==> config.mk <==
export PLATFORM = sky130hd
export DESIGN_NAME = irq_route_regfile
export DESIGN_NICKNAME = d
export VERILOG_FILES = /design/src/rtl/irq_route_pkg.sv /design/src/rtl/irq_route_decode.sv /design/src/rtl/irq_route_entry.sv /design/src/rtl/irq_route_evctl.sv /design/src/rtl/irq_route_regfile.sv
export SDC_FILE = /design/constraint.sdc
export NUM_CORES = 2
export LEC_CHECK = 0
export ABC_CLOCK_PERIOD_IN_PS = 3900
export CELL_PAD_IN_SITES_DETAIL_PLACEMENT = 1
export CELL_PAD_IN_SITES_GLOBAL_PLACEMENT = 1
export CORE_ASPECT_RATIO = 0.7
export CORE_MARGIN = 5
export CORE_UTILIZATION = 45
export DETAILED_ROUTE_END_ITERATION = 12
export GPL_TIMING_DRIVEN = 0
export PLACE_DENSITY = 0.69
export SYNTH_ARGS = -nofsm -noshare
export SYNTH_HDL_FRONTEND = slang
export SYNTH_SLANG_ARGS = --single-unit
==> constraint.sdc <==
create_clock -name clk -period 3.9 [get_ports clk]
set_input_delay 1.17 -clock clk [delete_from_list [all_inputs] [get_ports clk]]
set_output_delay 1.17 -clock clk [all_outputs]
set_load 0.03 [all_outputs]
==> src/rtl/irq_route_pkg.sv <==
package irq_route_pkg;

    // entry field positions used by the neighbouring service logic
    localparam int F_DSTAT = 12;
    localparam int F_RIRR  = 14;
    localparam int F_TRIG  = 15;
    localparam int F_MASK  = 16;

    // bus offsets
    localparam logic [7:0] OFS_SEL = 8'h00;
    localparam logic [7:0] OFS_WIN = 8'h10;

    // select codes
    localparam logic [7:0] SEL_ID   = 8'h00;
    localparam logic [7:0] SEL_VER  = 8'h01;
    localparam logic [7:0] SEL_ARB  = 8'h02;
    localparam logic [7:0] SEL_TBL0 = 8'h10;

    typedef enum logic [2:0] {
        TGT_ID,
        TGT_VER,
        TGT_ARB,
        TGT_ENTRY,
        TGT_NONE
    } tgt_e;

    typedef enum logic {
        EV_IDLE,
        EV_REPORT
    } ev_state_e;

endpackage

==> src/rtl/irq_route_decode.sv <==
module irq_route_decode
    import irq_route_pkg::*;
#(
    parameter int PINS = 24
) (
    input  logic [7:0] sel,
    output tgt_e       tgt,
    output logic [7:0] idx,
    output logic       hi_half
);

    localparam logic [7:0] PINS_B = 8'(PINS);

    logic [7:0] diff;

    always_comb begin
        diff    = sel - SEL_TBL0;
        idx     = {1'b0, diff[7:1]};
        hi_half = sel[0];
        if (sel == SEL_ID) begin
            tgt = TGT_ID;
        end else if (sel == SEL_VER) begin
            tgt = TGT_VER;
        end else if (sel == SEL_ARB) begin
            tgt = TGT_ARB;
        end else if ((sel >= SEL_TBL0) && (idx < PINS_B)) begin
            tgt = TGT_ENTRY;
        end else begin
            tgt = TGT_NONE;
        end
    end

endmodule

==> src/rtl/irq_route_entry.sv <==
module irq_route_entry
    import irq_route_pkg::*;
(
    input  logic        clk,
    input  logic        rst_n,
    input  logic        wr_en,
    input  logic        wr_hi,
    input  logic [31:0] wdata,
    input  logic        rirr_set,
    input  logic        rirr_clr,
    input  logic        dstat_in,
    output logic [63:0] bits_o
);

    localparam logic [63:0] RST_VAL = 64'd1 << F_MASK;

    logic [63:0] bits_q;
    logic [63:0] bits_d;

    always_comb begin
        bits_d = bits_q;
        if (wr_en) begin
            if (wr_hi) begin
                bits_d[63:32] = wdata;
            end else begin
                bits_d[31:0] = wdata;
            end
            bits_d[F_RIRR] = bits_q[F_RIRR];
        end
        if (rirr_set) begin
            bits_d[F_RIRR] = 1'b1;
        end
        if (rirr_clr) begin
            bits_d[F_RIRR] = 1'b0;
        end
        if (wr_en && !bits_d[F_TRIG]) begin
            bits_d[F_RIRR] = 1'b0;
        end
        bits_d[F_DSTAT] = dstat_in;
    end

    always_ff @(posedge clk or negedge rst_n) begin
        if (!rst_n) begin
            bits_q <= RST_VAL;
        end else begin
            bits_q <= bits_d;
        end
    end

    assign bits_o = bits_q;

    a_r8_edge_write_clears_rirr: assert property (@(posedge clk) disable iff (!rst_n)
        wr_en |=> (bits_q[F_TRIG] || !bits_q[F_RIRR]));

    a_r7_rirr_kept_on_high_write: assert property (@(posedge clk) disable iff (!rst_n)
        (wr_en && wr_hi && bits_q[F_TRIG] && !rirr_set && !rirr_clr)
        |=> (bits_q[F_RIRR] == $past(bits_q[F_RIRR])));

    a_r13_dstat_follows: assert property (@(posedge clk) disable iff (!rst_n)
        1'b1 |=> (bits_q[F_DSTAT] == $past(dstat_in)));

    a_r5_low_half_kept: assert property (@(posedge clk) disable iff (!rst_n)
        (wr_en && wr_hi) |=> (bits_q[31:17] == $past(bits_q[31:17])
                              && bits_q[11:0] == $past(bits_q[11:0])));

endmodule

==> src/rtl/irq_route_evctl.sv <==
module irq_route_evctl
    import irq_route_pkg::*;
#(
    parameter int PW = 5
) (
    input  logic          clk,
    input  logic          rst_n,
    input  logic          tbl_wr,
    input  logic [PW-1:0] wr_pin,
    input  logic          old_mask,
    input  logic          req_now,
    input  logic          cur_mask,
    input  logic          cur_level,
    output logic [PW-1:0] evt_pin,
    output logic          mask_evt,
    output logic          mask_val,
    output logic          svc_req
);

    ev_state_e     state_q;
    ev_state_e     state_d;
    logic [PW-1:0] pin_q;
    logic          old_mask_q;
    logic          req_q;

    // state register and capture of the reported write
    always_ff @(posedge clk or negedge rst_n) begin
        if (!rst_n) begin
            state_q    <= EV_IDLE;
            pin_q      <= '0;
            old_mask_q <= 1'b0;
            req_q      <= 1'b0;
        end else begin
            state_q <= state_d;
            if (tbl_wr) begin
                pin_q      <= wr_pin;
                old_mask_q <= old_mask;
                req_q      <= req_now;
            end
        end
    end

    always_comb begin
        unique case (state_q)
            EV_IDLE:   state_d = tbl_wr ? EV_REPORT : EV_IDLE;
            EV_REPORT: state_d = tbl_wr ? EV_REPORT : EV_IDLE;
            default:   state_d = EV_IDLE;
        endcase
    end

    // outputs
    always_comb begin
        evt_pin  = pin_q;
        mask_evt = 1'b0;
        mask_val = 1'b0;
        svc_req  = 1'b0;
        unique case (state_q)
            EV_IDLE: begin
            end
            EV_REPORT: begin
                mask_evt = (cur_mask != old_mask_q);
                mask_val = cur_mask;
                svc_req  = cur_level && req_q;
            end
            default: begin
            end
        endcase
    end

    a_r9_report_only_after_write: assert property (@(posedge clk) disable iff (!rst_n)
        (mask_evt || svc_req) |-> $past(tbl_wr));

endmodule

==> src/rtl/irq_route_regfile.sv <==
module irq_route_regfile
    import irq_route_pkg::*;
#(
    parameter int         PINS     = 24,
    parameter logic [7:0] VER_CODE = 8'h11,
    localparam int        PW       = $clog2(PINS)
) (
    input  logic            clk,
    input  logic            rst_n,
    input  logic            bus_valid,
    input  logic            bus_write,
    input  logic [7:0]      bus_addr,
    input  logic [31:0]     bus_wdata,
    output logic            bus_rvalid,
    output logic [31:0]     bus_rdata,
    input  logic [PINS-1:0] pin_req,
    input  logic [PINS-1:0] rirr_set,
    input  logic [PINS-1:0] rirr_clr,
    input  logic [PINS-1:0] dstat_in,
    output logic [PINS-1:0] ent_mask,
    output logic [PINS-1:0] ent_level,
    output logic [PINS-1:0] ent_rirr,
    output logic [PW-1:0]   evt_pin,
    output logic            mask_evt,
    output logic            mask_val,
    output logic            svc_req
);

    localparam logic [31:0] VER_WORD = {8'h00, 8'(PINS - 1), 8'h00, VER_CODE};

    logic [7:0]  sel_q;
    logic [3:0]  id_q;
    tgt_e        tgt;
    logic [7:0]  idx;
    logic        hi_half;
    logic [PW-1:0] idx_w;
    logic        sel_wr;
    logic        win_wr;
    logic        tbl_wr;
    logic        rd_req;
    logic [31:0] rd_val;
    logic [31:0] win_val;
    logic [63:0] tbl [PINS];

    irq_route_decode #(.PINS(PINS)) dec_i (
        .sel     (sel_q),
        .tgt     (tgt),
        .idx     (idx),
        .hi_half (hi_half)
    );

    assign idx_w  = idx[PW-1:0];
    assign sel_wr = bus_valid && bus_write && (bus_addr == OFS_SEL);
    assign win_wr = bus_valid && bus_write && (bus_addr == OFS_WIN);
    assign tbl_wr = win_wr && (tgt == TGT_ENTRY);
    assign rd_req = bus_valid && !bus_write;

    genvar p;
    generate
        for (p = 0; p < PINS; p++) begin : g_ent
            irq_route_entry ent_i (
                .clk      (clk),
                .rst_n    (rst_n),
                .wr_en    (tbl_wr && (idx == 8'(p))),
                .wr_hi    (hi_half),
                .wdata    (bus_wdata),
                .rirr_set (rirr_set[p]),
                .rirr_clr (rirr_clr[p]),
                .dstat_in (dstat_in[p]),
                .bits_o   (tbl[p])
            );
            assign ent_mask[p]  = tbl[p][F_MASK];
            assign ent_level[p] = tbl[p][F_TRIG];
            assign ent_rirr[p]  = tbl[p][F_RIRR];
        end
    endgenerate

    always_ff @(posedge clk or negedge rst_n) begin
        if (!rst_n) begin
            sel_q <= '0;
            id_q  <= '0;
        end else begin
            if (sel_wr) begin
                sel_q <= bus_wdata[7:0];
            end
            if (win_wr && (tgt == TGT_ID)) begin
                id_q <= bus_wdata[27:24];
            end
        end
    end

    always_comb begin
        unique case (tgt)
            TGT_ID:    win_val = {4'h0, id_q, 24'h0};
            TGT_ARB:   win_val = {4'h0, id_q, 24'h0};
            TGT_VER:   win_val = VER_WORD;
            TGT_ENTRY: win_val = hi_half ? tbl[idx_w][63:32] : tbl[idx_w][31:0];
            default:   win_val = '1;
        endcase
        if (bus_addr == OFS_SEL) begin
            rd_val = {24'h0, sel_q};
        end else if (bus_addr == OFS_WIN) begin
            rd_val = win_val;
        end else begin
            rd_val = '0;
        end
    end

    always_ff @(posedge clk or negedge rst_n) begin
        if (!rst_n) begin
            bus_rvalid <= 1'b0;
            bus_rdata  <= '0;
        end else begin
            bus_rvalid <= rd_req;
            if (rd_req) begin
                bus_rdata <= rd_val;
            end
        end
    end

    irq_route_evctl #(.PW(PW)) ev_i (
        .clk       (clk),
        .rst_n     (rst_n),
        .tbl_wr    (tbl_wr),
        .wr_pin    (idx_w),
        .old_mask  (ent_mask[idx_w]),
        .req_now   (pin_req[idx_w]),
        .cur_mask  (ent_mask[evt_pin]),
        .cur_level (ent_level[evt_pin]),
        .evt_pin   (evt_pin),
        .mask_evt  (mask_evt),
        .mask_val  (mask_val),
        .svc_req   (svc_req)
    );

    a_r1_sel_low_byte: assert property (@(posedge clk) disable iff (!rst_n)
        sel_wr |=> (sel_q == $past(bus_wdata[7:0])));

    a_r12_read_answered: assert property (@(posedge clk) disable iff (!rst_n)
        rd_req |=> bus_rvalid);

    a_r12_no_stray_valid: assert property (@(posedge clk) disable iff (!rst_n)
        !rd_req |=> !bus_rvalid);

    a_r10_svc_needs_level: assert property (@(posedge clk) disable iff (!rst_n)
        svc_req |-> ent_level[evt_pin]);

    a_r4_id_only_by_id_select: assert property (@(posedge clk) disable iff (!rst_n)
        !(win_wr && (tgt == TGT_ID)) |=> (id_q == $past(id_q)));

    a_r2_other_offset_inert: assert property (@(posedge clk) disable iff (!rst_n)
        (bus_valid && bus_write && bus_addr != OFS_SEL && bus_addr != OFS_WIN)
        |=> (sel_q == $past(sel_q) && id_q == $past(id_q)));

endmodule

==> qor.yml <==
floorplanning:
  die_h_um: 348
  initial_utilization_pct: 45.1
  dieArea_um2: 172000
  die_w_um: 493
  io_pins: 253
  row_count: 124
  core_area_um2: 163000
place:
  dp.final_hpwl_um: 241000
  place_area_um2: 78900
  place.gp.congestion: 1.01
  dp_cells: 7416
  place_ws_ns: -2.07
  io_buffers: 223
clock_network:
  path_clk_slew_ns: 0.06
  clock_sinks: 1589
  ctsHoldBuffers: 0
  root_buffer: "clkbuf_16"
  h-tree-depth: 4
  tritoncts: "built"
  cts_buffer_depth: 3
  cts_buffers: 162
  clock_latency_ns: 0.86
power_and_ir_drop:
  power.density_nw_per_um2: 409
  seqPwrFrac_pct: 47.0
  combPwrFrac_pct: 5.7
  swShare_pct: 25.0
  p_leak_nw: 41.0
  switchingPower_mw: 8.78
  clkPwrFrac_pct: 47.3
  intPower_mw: 26.4
  peakVddDrop_mv: 0.458
worst_hold_path:
  min_path_type: "input port to async pin"
timing:
  holdWs_ns: 0.446
  period_needed_ns: 4.55
  clock_skew_ns: 0.0383
  relSlewSlack_pct: -9.80
  tns_ns: -11.24
  worstMarginPinSlew_ns: 1.65
  rsz0062_at_grt: "yes"
  layout_setup_ws_ns: -0.653
  hold_violations: 0
  setup_viol: 296
  period_share_pct: 117
  fmaxAchievable_mhz: 220
  maxSlewViolCount: 68
logic_synthesis:
  yosysTopAreaCell: "dfrtp_1"
  synth_cells: 5028
  synth_area_leaders: "dfrtp_1 (53%), mux2_2 (22%), mux4_2 (8.8%)"
  syn_avg_cell_area_um2: 14.6
  synth-seq-cells: 1589
  synth_enable_flop_cells: 0
  yosysSeqAreaShare_pct: 54.2
  syn_area_um2: 73500
  synth_top_area_share_pct: 53.3
  yosysWarningCount: 0
  synth.distinct_cells: 68
  synth_ff_type: "dfrtp_1"
  syn_nets: 5170
  ys_async_sr_fraction_pct: 100
cells_and_area:
  seq_area_um2: 39800
  multi_input_area_um2: 31400
  drive_above_1_share_pct: 45.3
  final_area_um2: 86000
  instances_no_fill: 7753
  syn_to_final_growth_pct: 17.0
  fill_cells: 15500
  layout.nets: 5587
setup_path:
  worstPathArrival_ns: 3.38
  crit_fanout: 10
  critPathTopFamily: "multiplexers"
  slowest_delay_ns: 0.59
  crit_path_frequent_cell: "mux4_2"
  crit_buf_inv: 2
  end_kind: "output pin"
  cp-start-kind: "flop"
  crit_type: "flop to output pin"
  slowest_stage: "mux4_2"
  crit_chain: "clkbuf_16 -> mux4_2 -> mux4_2 -> mux2i_4 -> nor2_1 -> buf_4"
  critPathRequiredTime_ns: 2.73
drt:
  drt_first_pass_iters: 6
  drc: 0
  postRouteAntennaNets: 0
  drt-vias-per-instance: 6.85
  wire_per_inst_um: 45.8
  drt_iter0_drc: 7356
  vias: 53100
  finalWirelength_um: 355000
global_route:
  grt_max_degree: 176
  grtUsageTotal_pct: 40.8
  grt_pass1_vias: 53500
  antenna_found_initial: 35
  grt_pass1_wl_um: 474000
  grt_overflow: 0
status:
  outcome: "complete, but fails checks"
  violations: "max-capacitance violations, max-slew violations, negative setup slack"
flow_run:
  maxCapViolCount: 8
metal layers:
| layer | global-route usage (%) | routed length, um |
|---|---|---|
| met3 | 20.8 | 52800 |
| met1 | 53.9 | 140000 |
| met4 | 22.9 | 23200 |
| met5 | 1.10 | 420 |
| met2 | 53.6 | 139000 |
sequential cells by signal (all words and copies together) (netlist names):
register            count
ev_i.state_q            1
ev_i.evt_pin            5
sel_q                   8
g_ent.ent_i.bits_o   1536
id_q                    4
ev_i.req_q              1
bus_rdata              32
ev_i.old_mask_q         1
bus_rvalid              1
power groups by stage:
stage          Clock (mW)  Combinational [mW]  Sequential [mW]
2_1_floorplan           0               0.591             16.8
3_3_place_gp            0                1.67             16.9
3_5_place_dp            0                1.88             16.8
4_1_cts              16.6                1.90             16.5
5_1_grt              17.3                2.03             16.5
6_report             16.6                2.01             16.5
through the flow:
step	power, mW	utilization [%]
after detailed placement	18.7	48.5
after global placement	18.6	48.2
after CTS	35.0	52.5
final	35.2	52.8
after floorplan	17.4	-
after global routing	35.8	52.8
synthesized netlist by cell type, drive strengths merged (10+ instances only):
library cell  instances
a2111oi              10
a211oi               24
a21oi                30
a221oi               70
a22oi                54
a31oi                33
and3                 12
buf                 332
clkbuf              234
dfrtp              1565
dfstp                24
mux2               1532
mux2i               244
mux4                286
nand2               204
nand2b               11
nand3                32
nor2                 76
nor2b                15
nor3                 15
o21ai                63
o21bai               26
o221ai               18
o22ai                17
cells in the final DEF, fill, tap and decap left out, types with 26 or more instances in the layout:
cell type and n:
nand3_1 28, buf_2 57, o21bai_1 26, buf_4 197, clkbuf_2 40, a31oi_1 32, dfrtp_1 1563, buf_6 67
nand2_1 183, a21oi_1 30, clkdlybuf4s50_1 219, clkbuf_8 37, mux2_1 82, mux4_2 286, clkbuf_1 214, diode_2 35
nor2_1 67, a22oi_1 54, o21ai_0 61, clkbuf_4 32, clkbuf_16 170, a221oi_1 64, mux2i_1 238, mux2_2 1450
logic make-up (layout without fill, tap and decap cells):
| group | Yosys count | in the layout | share of synthesized area, % |
|---|---|---|---|
| flops | 1589 | 1589 | 54.2 |
| xor+xnor | 1 | 1 | 0.0119 |
| fa+ha+maj | 2 | 2 | 0.0340 |
| mux | 2062 | 2062 | 35.6 |
| buf+inv | 573 | 1121 | 3.78 |
| simple gates | 410 | 410 | 2.59 |
| other cells | 0 | 35 | 0 |
| compound gates | 391 | 391 | 3.87 |
cell type report:
cell class	instances	area share, %
plain buffers	556	4.20
clock inverters	48	0.764
clock buffers	247	5.62
inverters	7	0.0306
diodes	35	0.102
well taps	2142	3.12
repair buffers	263	3.41
multi-input cells	2866	36.5
flip-flops and latches	1589	46.3
final timing paths:
check	from	to	slack, ns	depth (start not counted)
setup / recovery	ev_i.evt_pin[1]	svc_req	-0.65	6
hold / removal	rst_n	g_ent[6].ent_i.bits_o[55]	0.45	2
setup reg to reg	sel_q[1]	bus_rdata[4]	-0.18	9
hold reg to reg	g_ent[17].ent_i.bits_o[55]	g_ent[17].ent_i.bits_o[55]	0.49	1
max in group asynchronous	rst_n	g_ent[4].ent_i.bits_o[16]	0.62	6
min in group clk	g_ent[17].ent_i.bits_o[55]	g_ent[17].ent_i.bits_o[55]	0.49	1
what timing repair did:
action                                  4_1_cts  5_1_grt
buffers inserted                             12        1
gates resized for setup                     337      100
pin swaps                                     7        1
endpoints found under the setup margin     1728     1212
cloned                                        1        3
No activity file was read; power rests on OpenSTA's default activity.
